<file path="config.mk">
export PLATFORM = sky130hd
export DESIGN_NAME = bpsk_prbs_mod
export DESIGN_NICKNAME = d
export VERILOG_FILES = /design/src/rtl/bpsk_prbs_mod.sv
export SDC_FILE = /design/constraint.sdc
export NUM_CORES = 1
export LEC_CHECK = 0
export BUFFER_PORTS_ARGS = -buffer_cell sky130_fd_sc_hd__buf_2
export CORE_AREA = 2 2 51 63
export CTS_BUF_LIST = sky130_fd_sc_hd__clkbuf_16
export CTS_CLUSTER_DIAMETER = 60
export CTS_CLUSTER_SIZE = 8
export DETAILED_ROUTE_END_ITERATION = 6
export DIE_AREA = 0 0 53 65
export PLACE_DENSITY_LB_ADDON = 0.3
export SLEW_MARGIN = 30
export SYNTH_ARGS = -nofsm -noshare
export SYNTH_HDL_FRONTEND = slang
export SYNTH_SLANG_ARGS = --single-unit
</file>
<file path="constraint.sdc">
create_clock -name clk -period 4.65 [get_ports clk]
set_input_delay 0.465 -clock clk [delete_from_list [all_inputs] [get_ports clk]]
set_output_delay 0.465 -clock clk [all_outputs]
set_load 0.02 [all_outputs]
</file>
<file path="src/rtl/bpsk_prbs_mod.sv">
module bpsk_prbs_mod #(
  parameter int SAMPLE_W = 14,
  parameter int CYCLES_PER_BIT = 4,
  parameter logic [6:0] DEFAULT_SEED = 7'h01
) (
  input  logic                       clk,
  input  logic                       rst,
  input  logic                       en,
  input  logic [6:0]                 seed_i,
  output logic signed [SAMPLE_W-1:0] sample_o,
  output logic                       bit_o,
  output logic                       strobe_o
);
  localparam int PHASES = 20;
  localparam int CYC_W  = (CYCLES_PER_BIT > 1) ? $clog2(CYCLES_PER_BIT) : 1;
  localparam int AMP    = (1 << (SAMPLE_W - 1)) - 1;
  localparam int Q1 = int'(real'(AMP) * 0.3090169944);
  localparam int Q2 = int'(real'(AMP) * 0.5877852523);
  localparam int Q3 = int'(real'(AMP) * 0.8090169944);
  localparam int Q4 = int'(real'(AMP) * 0.9510565163);

  logic [6:0]       lfsr_q;
  logic [4:0]       ph_q;
  logic [CYC_W-1:0] cyc_q;

  wire last_ph  = (ph_q == 5'(PHASES - 1));
  wire last_cyc = (cyc_q == CYC_W'(CYCLES_PER_BIT - 1));

  always_ff @(posedge clk) begin
    if (rst) begin
      lfsr_q <= (seed_i == '0) ? DEFAULT_SEED : seed_i;
      ph_q   <= '0;
      cyc_q  <= '0;
    end else if (en) begin
      ph_q <= last_ph ? 5'd0 : ph_q + 5'd1;
      if (last_ph)
        cyc_q <= last_cyc ? '0 : cyc_q + 1'b1;
      if (last_ph && last_cyc)
        lfsr_q <= {lfsr_q[5:0], lfsr_q[6] ^ lfsr_q[5]};
    end
  end

  wire       neg_half = (ph_q >= 5'd10);
  wire [4:0] fold     = neg_half ? ph_q - 5'd10 : ph_q;
  wire [4:0] quad     = (fold > 5'd5) ? 5'd10 - fold : fold;

  logic signed [SAMPLE_W-1:0] mag;
  always_comb begin
    case (quad)
      5'd1:    mag = SAMPLE_W'(Q1);
      5'd2:    mag = SAMPLE_W'(Q2);
      5'd3:    mag = SAMPLE_W'(Q3);
      5'd4:    mag = SAMPLE_W'(Q4);
      5'd5:    mag = SAMPLE_W'(AMP);
      default: mag = '0;
    endcase
  end

  assign bit_o    = lfsr_q[6];
  assign strobe_o = en && (ph_q == 5'd0) && (cyc_q == '0);
  assign sample_o = !en ? '0 : ((bit_o ^ neg_half) ? mag : -mag);
endmodule

</file>
==> impl_metrics.toml <==
[clocking]
root_buffer = "clkbuf_16"
cts_tree = "done"
cts.sinks = 14
cts_hold_buffers = 0
cts_setup_buffers = 0
cts-resized-gates = 0
path_clk_slew_ns = 0.05
clk_latency_ns = 0.24
cts_buffers = 3
h-tree-depth = 1
ctsLongestPathBuffers = 2

[critical_path]
required_ns = 4.18
cpMaxStageDelayCell = "a2111oi_1"
r2r_setup_slack_ns = 2.45
path_class = "reg -> out"
timing.rr.end = "lfsr_q[3]$_DFFE_PP_"
endpoint_kind = "output port"
crit_chain = "inv_1 > ha_1 > a31oi_2 > xnor2_2 > ha_1 > a2111oi_1 > nor3_2 > xnor2_2 > a211oi_4 > a21oi_2 > o41ai_2 > buf_2"
critPathTopFamily = "compound AO/OA/AOI/OAI gates"
worst-path-buf-inv = 2
r2r-start = "ph_q[4]$_SDFFE_PP0P_"
r2r_cells = 3
start_kind = "flip-flop"
arrival_ns = 3.93
crit_path_max_incr_delay_ns = 0.47
critPathMaxFanout = 13

[power]
swShare_pct = 30.7
design_power_total_mw = 0.434
power_switching_mw = 0.133
power_frac_comb_pct = 29.6
power_frac_seq_pct = 33.1
p_int_mw = 0.301
powerDensity_mw_per_mm2 = 247
p_clk_share_pct = 37.4
p_leak_nw = 0.735
vdd.ir_drop.worst_mv = 0.298

[grt]
grt_max_degree = 19
grt_pass1_vias = 1392
overflow = 0
grt_use_total_pct = 22.9
antenna_found_initial = 0
grt_pass1_wl_mm = 5.97

[final_layout]
final_cells = 238
syn_to_final_growth_pct = 14.1
layout_common_cells = "25 x buf_2, 14 x nor2_1, 11 x nand2_1, 10 x a21oi_1, 10 x nor3_1"
final_layout_size_suffix_gt1_share_pct = 27.2
num_antenna_cells = 0
multi_input_area_mm2 = 0.00109
final_common_cell = "buf_2"
n_fill_cell = 274
nets = 221
ff_latch_area_um2 = 352

[floorplanning]
io_pins = 26
die-area_mm2 = 0.00345
start_util_pct = 53.3
rows = 22
die_w_um = 53
core_mm2 = 0.00289
die_y_um = 65

[logic_synthesis]
seq_area_frac_synth_pct = 22.7
async_flop_share_pct = 0
synthFlopType = "edfxtp_1"
syn_nets = 199
ys_ff_latch = 14
synth_cell_types = 52
synth_edf_count = 7
avgSynthCellArea_um2 = 8.51
syn_inst = 181
syn_area_mm2 = 0.00154
yosysWarnings = 0

[routing]
via_per_inst = 6.08
firstDrtPassIters = 4
ant_nets = 0
wl_mm = 3.61
dr_wl_met2_mm = 1.85
highest_layer = "met4"
drc_errors = 0
drt_iter0_drc = 35
wl_met3_um = 116
vias = 1448
wl_met1_mm = 1.52
wire_per_inst_um = 15.2

[place]
dp_hpwl_mm = 2.79
io_buffers = 25
gp_congestion = 0.929
dp.cells = 234

[timing]
drv_slew = 0
fin_setup_tns_ns = 0
finalCritPeriodShare_pct = 94.6
fin_crit_ns = 4.40
final_hold_viol_count = 0
worstMarginPinSlew_ns = 0.768
fmaxAchievable_mhz = 227
rsz0062_at_grt = "false"
max_slew_margin_pct = 48.4
whs_ns = 0.543
finalSetupViolCount = 0
finalClockSkew_ns = 0.00312

[status]
outcome = "complete, no violations"

[min_path]
hold_start = "seed_i[1]"
worstHoldPathCells = 2
min_path_type = "in -> reg"
hold_path_end = "lfsr_q[1]$_DFFE_PP_"

[run]
drv_cap = 0
==> state kept, by name, indices dropped and copies added (netlist names) <==
| name | cells |
|---|---|
| lfsr_q | 7 |
| ph_q | 5 |
| cyc_q | 2 |
==> cell type report <==
type | count | area share (%)
Multi-Input combinational cell | 145 | 62.2
Sequential cell | 14 | 20.0
Clock buffer | 3 | 4.27
Timing Repair Buffer | 28 | 8.40
Tap cell | 36 | 2.56
Inverter | 11 | 2.35
Clock inverter | 1 | 0.214
==> cell usage after synthesis (all sizes together) (2+ instances only) <==
cell type | number | share of area (%)
mux2 | 7 | 5.1
a2111oi | 2 | 2.4
a21oi | 11 | 3.8
o221a | 2 | 1.5
inv | 11 | 2.7
o22ai | 2 | 0.81
nor2b | 6 | 2.4
nor2 | 14 | 3.4
xor2 | 2 | 1.1
and3 | 2 | 0.81
nor4 | 2 | 0.81
o211ai | 2 | 0.97
edfxtp | 7 | 14
and2 | 2 | 0.81
a211oi | 4 | 3.9
nand3 | 6 | 1.9
nand2b | 6 | 2.4
o21ai | 6 | 1.9
dfxtp | 7 | 9.1
nor3 | 12 | 4.5
ha | 8 | 6.5
buf | 8 | 3.0
a211o | 3 | 1.7
clkbuf | 3 | 0.73
a31oi | 5 | 2.4
nand2 | 11 | 2.7
xnor2 | 7 | 5.0
a21o | 3 | 1.5
mux2i | 8 | 5.2
==> layer usage <==
layer,global-route usage (%),up-vias
met2,40.0,37
li1,-,708
met1,25.3,692
met3,2.76,11
met5,0,-
met4,14.4,0
==> worst reg2reg max path, stage by stage (launching register included) <==
cell      delay [ns]
dfxtp_1         0.65
nand2b_1        0.19
nor3_1          0.66
a21o_1          0.38
==> power by group through the flow <==
| stage | clock (mW) | combinational (mW) | sequential [mW] |
|---|---|---|---|
| 5_1_grt | 0.167 | 0.141 | 0.144 |
| 6_report | 0.162 | 0.128 | 0.143 |
| 2_1_floorplan | 0 | 0.0967 | 0.144 |
| 3_3_place_gp | 0 | 0.123 | 0.145 |
| 4_1_cts | 0.164 | 0.127 | 0.143 |
| 3_5_place_dp | 0 | 0.127 | 0.145 |
==> cells by family (layout without fill, tap and decap cells) <==
group	Yosys count	count (layout)	share of synthesized area, %
xor gates and xnor gates	9	9	6.09
DFF	14	14	22.7
muxes	15	15	10.3
and+or+nand+nor	63	63	20.8
adders and majority gates	8	8	6.50
AOI/OAI and AO/OA	50	50	27.1
buffers and inverters	22	43	6.42
==> per-stage QoR <==
stage	util (%)	setup WS, ns	area [um2]
floorplan	-	0.411	1540
global placement	58.0	0.546	1680
detailed placement	58.0	0.263	1680
CTS	60.7	0.00476	1750
global route	60.8	0.00111	1760
finish	60.8	0.252	1760
==> worst max-delay path by stage <==
stage                  endpoint                  from  cells past startpoint
global placement    sample_o[8]  ph_q[1]$_SDFFE_PP0P_                     12
global route        sample_o[8]  ph_q[0]$_SDFFE_PP0P_                     13
detailed placement  sample_o[8]  ph_q[1]$_SDFFE_PP0P_                     12
floorplan           sample_o[3]  ph_q[0]$_SDFFE_PP0P_                     14
finish              sample_o[8]  ph_q[1]$_SDFFE_PP0P_                     12
CTS                 sample_o[8]  ph_q[1]$_SDFFE_PP0P_                     12
Power figures use the tool's default switching activity.
